[config.mk]
export PLATFORM = sky130hd
export DESIGN_NAME = kp_countdown_ctrl
export DESIGN_NICKNAME = d
export VERILOG_FILES = /design/src/rtl/kpt_pkg.sv /design/src/rtl/kpt_digit_entry.sv /design/src/rtl/kpt_down_counter.sv /design/src/rtl/kp_countdown_ctrl.sv
export SDC_FILE = /design/constraint.sdc
export NUM_CORES = 1
export LEC_CHECK = 0
export BUFFER_PORTS_ARGS = -buffer_cell sky130_fd_sc_hd__buf_2
export CORE_ASPECT_RATIO = 1.5
export CORE_MARGIN = 2
export CORE_UTILIZATION = 35
export DETAILED_ROUTE_END_ITERATION = 7
export GPL_TIMING_DRIVEN = 0
export PLACE_DENSITY = 0.56
export SYNTH_ARGS = -nofsm -noshare
export SYNTH_HDL_FRONTEND = slang
export SYNTH_HIERARCHICAL = 1
export SYNTH_SLANG_ARGS = --single-unit
[constraint.sdc]
create_clock -name clk -period 8.55 [get_ports clk]
set_clock_uncertainty 0.2 [all_clocks]
set_input_delay 0.4275 -clock clk [delete_from_list [all_inputs] [get_ports clk]]
set_output_delay 0.4275 -clock clk [all_outputs]
set_load 0.02 [all_outputs]
[src/rtl/kpt_pkg.sv]
package kpt_pkg;
    localparam int KEY_W   = 4;
    localparam int DIGIT_W = 4;

    localparam logic [KEY_W-1:0] KEY_START = 4'hF;
    localparam logic [KEY_W-1:0] KEY_CLEAR = 4'hC;
    localparam logic [KEY_W-1:0] KEY_MAXDIG = 4'd9;

    typedef enum logic [1:0] {
        ST_ENTRY = 2'd0,
        ST_RUN   = 2'd1,
        ST_ALARM = 2'd2
    } kpt_state_e;
endpackage

[src/rtl/kpt_digit_entry.sv]
module kpt_digit_entry
    import kpt_pkg::*;
#(
    parameter int VAL_W = 7
) (
    input  logic               clk,
    input  logic               rst_n,
    input  logic               clr,
    input  logic               shift_en,
    input  logic [DIGIT_W-1:0] digit_in,
    output logic [VAL_W-1:0]   value
);
    localparam logic [VAL_W-1:0] MAX_VAL = VAL_W'(99);

    logic [DIGIT_W-1:0] tens_q;
    logic [DIGIT_W-1:0] units_q;

    always_ff @(posedge clk or negedge rst_n) begin
        if (!rst_n) begin
            tens_q  <= '0;
            units_q <= '0;
        end else if (clr) begin
            tens_q  <= '0;
            units_q <= '0;
        end else if (shift_en) begin
            tens_q  <= units_q;
            units_q <= digit_in;
        end
    end

    // tens*10 as (tens*8)+(tens*2), then add units
    logic [VAL_W-1:0] tens_w;
    logic [VAL_W-1:0] units_w;
    assign tens_w  = VAL_W'(tens_q);
    assign units_w = VAL_W'(units_q);
    assign value   = (tens_w << 3) + (tens_w << 1) + units_w;


    value_range_chk: assert property (@(posedge clk) disable iff (!rst_n)
        value <= MAX_VAL);


    shift_move_chk: assert property (@(posedge clk) disable iff (!rst_n)
        (shift_en && !clr) |=> (tens_q == $past(units_q)) && (units_q == $past(digit_in)));
endmodule

[src/rtl/kpt_down_counter.sv]
module kpt_down_counter #(
    parameter int W = 7
) (
    input  logic         clk,
    input  logic         rst_n,
    input  logic         clr,
    input  logic         load,
    input  logic [W-1:0] load_val,
    input  logic         dec,
    output logic [W-1:0] count,
    output logic         at_one
);
    logic [W-1:0] cnt_q;

    always_ff @(posedge clk or negedge rst_n) begin
        if (!rst_n) begin
            cnt_q <= '0;
        end else if (clr) begin
            cnt_q <= '0;
        end else if (load) begin
            cnt_q <= load_val;
        end else if (dec && (cnt_q != '0)) begin
            cnt_q <= cnt_q - W'(1);
        end
    end

    assign count  = cnt_q;
    assign at_one = (cnt_q == W'(1));


    count_step_chk: assert property (@(posedge clk) disable iff (!rst_n)
        (dec && !load && !clr && (cnt_q != '0)) |=> (cnt_q == $past(cnt_q) - W'(1)));


    count_clear_chk: assert property (@(posedge clk) disable iff (!rst_n)
        clr |=> (cnt_q == '0));
endmodule

[src/rtl/kp_countdown_ctrl.sv]
module kp_countdown_ctrl
    import kpt_pkg::*;
#(
    parameter int SEC_W     = 7,
    parameter int TONE_SECS = 10
) (
    input  logic             clk,
    input  logic             rst_n,
    input  logic             key_valid,
    input  logic [3:0]       key_code,
    input  logic             tick_1hz,
    input  logic             sq_2hz,
    input  logic             tone_sq,
    output logic [SEC_W-1:0] time_loaded,
    output logic             ready_led,
    output logic             timing_active,
    output logic             buzzer
);
    localparam int TONE_W = $clog2(TONE_SECS + 1);

    kpt_state_e state_q, state_d;

    logic             key_clr, key_go, key_dig;
    logic             start_ok, expire, tone_done;
    logic [SEC_W-1:0] entry_val;
    logic [SEC_W-1:0] run_cnt;
    logic             run_last;
    logic [TONE_W-1:0] tone_cnt;
    logic             tone_last;
    logic [SEC_W-1:0] loaded_q;

    // key decode
    assign key_clr = key_valid && (key_code == KEY_CLEAR);
    assign key_go  = key_valid && (key_code == KEY_START);
    assign key_dig = key_valid && (key_code <= KEY_MAXDIG);

    assign start_ok  = (state_q == ST_ENTRY) && key_go && (entry_val != '0);
    assign expire    = (state_q == ST_RUN) && tick_1hz && run_last;
    assign tone_done = (state_q == ST_ALARM) && tick_1hz && tone_last;

    kpt_digit_entry #(
        .VAL_W(SEC_W)
    ) u_entry (
        .clk      (clk),
        .rst_n    (rst_n),
        .clr      (key_clr || start_ok),
        .shift_en (key_dig && (state_q == ST_ENTRY)),
        .digit_in (key_code),
        .value    (entry_val)
    );

    kpt_down_counter #(
        .W(SEC_W)
    ) u_run_cnt (
        .clk      (clk),
        .rst_n    (rst_n),
        .clr      (key_clr),
        .load     (start_ok),
        .load_val (entry_val),
        .dec      ((state_q == ST_RUN) && tick_1hz),
        .count    (run_cnt),
        .at_one   (run_last)
    );

    kpt_down_counter #(
        .W(TONE_W)
    ) u_tone_cnt (
        .clk      (clk),
        .rst_n    (rst_n),
        .clr      (key_clr),
        .load     (expire),
        .load_val (TONE_W'(TONE_SECS)),
        .dec      ((state_q == ST_ALARM) && tick_1hz),
        .count    (tone_cnt),
        .at_one   (tone_last)
    );

    // next-state logic
    always_comb begin
        state_d = state_q;
        unique case (state_q)
            ST_ENTRY: if (start_ok)  state_d = ST_RUN;
            ST_RUN:   if (expire)    state_d = ST_ALARM;
            ST_ALARM: if (tone_done) state_d = ST_ENTRY;
            default:                 state_d = ST_ENTRY;
        endcase
        if (key_clr) state_d = ST_ENTRY;
    end

    // state and loaded-value registers
    always_ff @(posedge clk or negedge rst_n) begin
        if (!rst_n) begin
            state_q  <= ST_ENTRY;
            loaded_q <= '0;
        end else begin
            state_q <= state_d;
            if (key_clr) begin
                loaded_q <= '0;
            end else if (start_ok) begin
                loaded_q <= entry_val;
            end
        end
    end

    // outputs
    always_comb begin
        ready_led     = 1'b1;
        timing_active = 1'b0;
        buzzer        = 1'b0;
        unique case (state_q)
            ST_ENTRY: begin
                ready_led = 1'b1;
            end
            ST_RUN: begin
                ready_led     = sq_2hz;
                timing_active = 1'b1;
            end
            ST_ALARM: begin
                ready_led = 1'b0;
                buzzer    = tone_sq;
            end
            default: begin
                ready_led = 1'b1;
            end
        endcase
    end

    assign time_loaded = loaded_q;


    start_load_chk: assert property (@(posedge clk) disable iff (!rst_n)
        ((state_q == ST_ENTRY) && key_go && (entry_val != '0))
        |=> ((state_q == ST_RUN) && (time_loaded == $past(entry_val))));


    zero_start_chk: assert property (@(posedge clk) disable iff (!rst_n)
        ((state_q == ST_ENTRY) && key_go && (entry_val == '0))
        |=> ((state_q == ST_ENTRY) && $stable(time_loaded)));


    expire_chk: assert property (@(posedge clk) disable iff (!rst_n)
        ((state_q == ST_RUN) && tick_1hz && (run_cnt == SEC_W'(1)) && !key_clr)
        |=> (state_q == ST_ALARM));


    clear_chk: assert property (@(posedge clk) disable iff (!rst_n)
        key_clr |=> ((state_q == ST_ENTRY) && (time_loaded == '0) && (entry_val == '0)));


    run_hold_chk: assert property (@(posedge clk) disable iff (!rst_n)
        ((state_q != ST_ENTRY) && !key_clr) |=> $stable(time_loaded));


    clear_beats_tick_chk: assert property (@(posedge clk) disable iff (!rst_n)
        (key_clr && tick_1hz) |=> (!timing_active && !buzzer && (tone_cnt == '0)));
endmodule

Word-level counts from Yosys, hierarchy flattened. Cells that the tools add are included.

Equal/unequal tests: 9. Magnitude comparators: 1. Muxes and demuxes: 20. Reduce and logical (&&, ||, !) cells: 22. $add $sub $neg: 4.

Operator list (count): 2-to-1 mux 7 bit (5); 2-to-1 mux 4 bit (7); nonzero test 7 bit (2); logical AND 1 bit (12); inequality test 3 bit, second input constant (3); equality test 4 bit, second input constant (2); 2-to-1 mux 2 bit (4); adder 7 x 4 -> 7 bit (1); adder 7 x 5 -> 7 bit (1); equality test 7 x 1 -> 1 bit, second input constant (1); subtractor 7 x 1 -> 7 bit, second input constant (1); case mux 2 bit (3 select lines) (1); nonzero test 3 bit (2); equality test 4 x 1 -> 1 bit, second input constant (1); <= comparator 4 bit, second input constant (1); nonzero test 2 bit (2); nonzero test 4 bit (1); subtractor 4 x 1 -> 4 bit, second input constant (1); AND reduction 3 bit (1); equality test 2 x 1 -> 1 bit, second input constant (1); equality test 2 bit, second input constant (1); logical NOT 2 bit (1); 2-to-1 mux 1 bit (2); case mux 1 bit (2 select lines) (1); logical OR 1 bit (1).

Flip-flop bits (word level): 28. Output and inout bits: 10.

Longest topological paths before layout.
Depth after elaboration: 7. Mapped depth: 13.

Modules after synthesis. The synthesis kept the hierarchy.

Modules (own cells, without submodules): kpt_digit_entry (cells an instance 53, area each 551.8 um2, instances 1, sequential area each 200.2 um2); kp_countdown_ctrl (cells an instance 61, area each 549.3 um2, instances 1, sequential area each 225.2 um2); kpt_down_counter at u_run_cnt (cells an instance 55, area each 489.2 um2, instances 1, sequential area each 175.2 um2); kpt_down_counter at u_tone_cnt (cells an instance 31, area each 311.5 um2, instances 1, sequential area each 100.1 um2).

Worst setup path after synthesis. Ideal clock, no wire load.

Path type: reg2reg. Start point: reg u_entry.tens_q[0]. End point: reg u_run_cnt.cnt_q[5], in the netlist u_run_cnt/count[5]. Path slack: 5.084 ns. Arrival time: 3.142 ns. Library setup time: 0.124 ns. Path buffers: 1. Stages on the path, launching flop included: 13. Data required time: 8.226 ns. Clock period less this slack: 3.466 ns. Path through: dfrtp_1 inv_1 fa_1 inv_1 ha_1 a21o_1 a21oi_2 xnor2_1 or4_4 o211ai_4 inv_2 clkbuf_1 o31a_1.

Cells in the longest elaborated chain, start to end: 6. Elaborated cells between the ends (all ways): 7. Classes of those cells: add/sub: 2; mux: 2; reduce/logical: 3.

Ends and longest elaborated chain: from (decl) (line kpt_digit_entry.sv:15) `logic [DIGIT_W-1:0] tens_q;`; from (signal assigned) (line kpt_digit_entry.sv:26) `tens_q <= units_q;`; adder 7 x 5 -> 7 bit (*) (line kpt_digit_entry.sv:36) `assign value = (tens_w << 3) + (tens_w << 1) + units_w;`; adder 7 x 4 -> 7 bit (*) (line kpt_digit_entry.sv:36); via entry_val[5] (line kp_countdown_ctrl.sv:25) `logic [SEC_W-1:0] entry_val;`; nonzero test 7 bit (*) (line kp_countdown_ctrl.sv:37) `assign start_ok = (state_q == ST_ENTRY) && key_go && (entry_val != '0);`; logical AND 1 bit (*) (line kp_countdown_ctrl.sv:37); via start_ok (line kp_countdown_ctrl.sv:24) `logic start_ok, expire, tone_done;`; 2-to-1 mux 7 bit (line kpt_down_counter.sv:20) `end else if (load) begin`; 2-to-1 mux 7 bit (line kpt_down_counter.sv:18) `end else if (clr) begin`; to (signal assigned) (line kpt_down_counter.sv:21) `cnt_q <= load_val;`; to (signal assigned) (line kpt_down_counter.sv:23) `cnt_q <= cnt_q - W'(1);`; to (decl) (line kpt_down_counter.sv:13) `logic [W-1:0] cnt_q;`.

The timed path passes the listed nets; every way through them passes the cells marked *. A chain may end at the register's enable or synchronous reset.

Worst setup path after layout. Same ends and word-level chain as after synthesis.

==> results.sh <==
export IMPL_synth_area_sq_um=1902
export IMPL_synth_top_area_share_pct=36.84
export IMPL_crit_family="compound AO/OA/AOI/OAI gates"
export IMPL_rsz0062_at_grt="no"
export IMPL_postCtsSetupBuffers=0
export IMPL_slew_viol_final=0
export IMPL_yosysUniqueCellTypes=50
export IMPL_leakage_nw=1.047
export IMPL_postRouteAntennaNets=0
export IMPL_port_buffers=19
export IMPL_nets=252
export IMPL_cp_end_kind="flip-flop"
export IMPL_grt_max_degree=29
export IMPL_h_tree_depth=1
export IMPL_dieArea_sq_um=6051
export IMPL_setup_slack_ns=4.711
export IMPL_crit_arrival_ns=3.81
export IMPL_period_share_pct=44.90
export IMPL_yosysSeqAreaShare_pct=36.84
export IMPL_finalSetupTns_ns=0
export IMPL_fmax_ghz=0.2605
export IMPL_synth_edff_count=0
export IMPL_die_h_microns=94.28
export IMPL_fp_coreArea_sq_um=5205
export IMPL_place_congestion=0.7487
export IMPL_syn_area_per_cell_sq_um=9.509
export IMPL_cp_common_cell="inv_1"
export IMPL_synth_warnings=6
export IMPL_yosys_area_top_type="dfrtp_1"
export IMPL_hold_violations=0
export IMPL_drive_gt1_share_pct=16.37
export IMPL_start_util_pct=36.54
export IMPL_crit_fanout=10
export IMPL_place_area_sq_um=2090
export IMPL_crit_type="reg -> reg"
export IMPL_cts_tree="yes"
export IMPL_syn_inst=200
export IMPL_fin_area_sq_um=2171
export IMPL_crit_required_ns=8.52
export IMPL_post_drt_wl_per_cell_microns=13.99
export IMPL_hp_class="in -> reg"
export IMPL_multiInputGateArea_sq_um=1077
export IMPL_worst_setup_path_start_kind="flip-flop"
export IMPL_slowest_stage="fa_1"
export IMPL_period_needed_ns=3.839
export IMPL_drt_iter0_drc=28
export IMPL_insertion_delay_ns=0.28
export IMPL_synthToLayoutAreaGrowth_pct=14.14
export IMPL_grtUsageTotal_pct=14.62
export IMPL_ir_worst_vdd_mv=0.2292
export IMPL_root_buffer="clkbuf_8"
export IMPL_viasPerCell=4.929
export IMPL_first_pass_iters=4
export IMPL_drt_total_wl_microns=4113
export IMPL_fillers=544
export IMPL_vias=1449
export IMPL_grt_pass1_vias=1448
export IMPL_status="finished, final reports clean"
export IMPL_power_density_nw_per_um2=355.4
export IMPL_ys_seq_elements=28
export IMPL_max_slew_margin_pct=25.96
export IMPL_path_clk_slew_ns=0.10
export IMPL_rows=32
export IMPL_async_flop_share_pct=100.0
export IMPL_worstMarginPinSlew_ns=1.107
export IMPL_cts_resized_gates=0
export IMPL_ys_flop_type="dfrtp_1"
export IMPL_clock_path_buffers=2
export IMPL_dpl_hpwl_microns=3166
export IMPL_antenna_found_initial=0
export IMPL_n_antenna_cell=0
export IMPL_cp_num_buf_inv=4
export IMPL_setup_viol=0
export IMPL_clock_sinks=28
export IMPL_drc=0
export IMPL_yosys_top_cells_area="dfrtp_1 (37%), ha_1 (8.6%), mux2i_1 (7.9%)"
export IMPL_grt_ovfl_total=0
export IMPL_fp_dieW_microns=64.19
export IMPL_pin_count=20
export IMPL_power_mw=0.7716
export IMPL_grt_pass1_wl_microns=6851
export IMPL_numCtsBuffers=3
export IMPL_seq_area_sq_um=700.7
export IMPL_dp_slack_ns=4.720
export IMPL_crit_chain="inv_1 -> fa_1 -> inv_1 -> ha_1 -> a21o_1 -> a21oi_2 -> xnor2_1 -> or4_4 -> o211ai_4 -> inv_2 -> clkbuf_1 -> o31a_1"
export IMPL_cap_viol_max_count=0
export IMPL_max_stage_delay_ns=0.60
layout by cell type (no fill, tap or decap), drive strengths merged, types with 2 or more instances in the layout:
cell type,synthesis,layout
o21ai,12,12
mux2i,15,15
conb,2,4
or4,5,5
nand2,6,6
clkbuf,3,6
nand2b,2,2
nor4,2,2
nor3b,3,3
buf,3,22
a221oi,2,2
and3,4,4
nand3,3,3
nor4b,2,2
ha,13,13
a21o,4,4
o211ai,2,2
nor3,4,4
fa,2,2
xnor2,3,3
nor2,19,19
dfrtp,28,28
o31a,3,3
inv,27,27
a21oi,10,10
o21a,3,3
o2bb2ai,2,2
tightest hold or removal path: cells and delay by family:
family        cells  cell delay [ns]
mux               1             0.06
simple gates      1             0.08
buf+inv           1             0.10
registers in the layout, summed over array words and instances, names as in the netlist:
name / flops
time_loaded: 7
u_run_cnt/count: 7
u_entry/tens_q: 4
u_entry/units_q: 4
u_tone_cnt/count: 4
state_q: 2
layout make-up:
type,instances,area share (%)
well taps,68,3.919
clock buffers,3,1.902
multi-input cells,141,49.63
inverters,27,4.669
clock inverters,1,1.383
flip-flops and latches,28,32.28
repair buffers,20,4.842
plain buffers,6,1.383
cell usage after synthesis (all sizes together), types with 2 or more instances:
master / n
nor3: 4
or4: 5
o2bb2ai: 2
o21a: 3
clkbuf: 3
nor4b: 2
nand2b: 2
a21oi: 10
o31a: 3
ha: 13
o211ai: 2
a21o: 4
xnor2: 3
dfrtp: 28
nand2: 6
mux2i: 15
conb: 2
a221oi: 2
fa: 2
buf: 3
nand3: 3
and3: 4
nor4: 2
nor2: 19
o21ai: 12
inv: 27
nor3b: 3
through the flow:
stage               instances  utilization (%)  hold slack [ns]
floorplan                 202                -         -0.06809
global placement          289            40.14           0.2944
detailed placement        289            40.14           0.2982
CTS                       294            41.71           0.2167
global route              294            41.71           0.2456
finish                    294            41.71           0.2311
kinds of logic (layout without fill, tap and decap cells):
logic type / count (synthesis) / count (layout) / synth area share [%]
flops: 28 / 28 / 36.84
simple gates: 58 / 58 / 17.57
xor+xnor: 4 / 4 / 1.842
fa+ha+maj: 15 / 15 / 10.66
compound gates: 45 / 45 / 17.90
buf+inv: 33 / 57 / 6.907
other cells: 2 / 4 / 0.3949
mux: 15 / 15 / 7.895
final timing paths:
path | cells after the start | from | to | slack [ns]
worst max-delay path | 12 | u_entry/tens_q[0] | u_run_cnt/count[5] | 4.71
worst min-delay path | 3 | key_code[2] | u_entry/units_q[2] | 0.23
worst max register to register | 12 | u_entry/tens_q[0] | u_run_cnt/count[5] | 4.71
worst min register to register | 2 | time_loaded[4] | time_loaded[4] | 0.35
max in group asynchronous | 2 | rst_n | u_run_cnt/count[6] | 7.20
min in group asynchronous | 2 | rst_n | time_loaded[2] | 0.51
layer usage:
layer	track usage (%)	share of wire, %	routed length [microns]
met5	0	0	0
met1	15.54	41	1680
met4	4.255	1.3	53
met2	29.43	56	2310
met3	1.559	1.7	69
report_power, final:
part	leakage [nW]	switching (mW)	internal, mW	total (mW)
clock	0.0357	0.0434	0.0627	0.106
sequential	0.358	0.0511	0.189	0.240
combinational	0.654	0.245	0.180	0.425
total	1.05	0.340	0.432	0.772
repair_timing:
action | in CTS | in global routing
hold endpoints to repair | 28 | 0
setup endpoints to repair | 0 | 0
hold buffers | 1 | 0
Power figures use the tool's default switching activity.
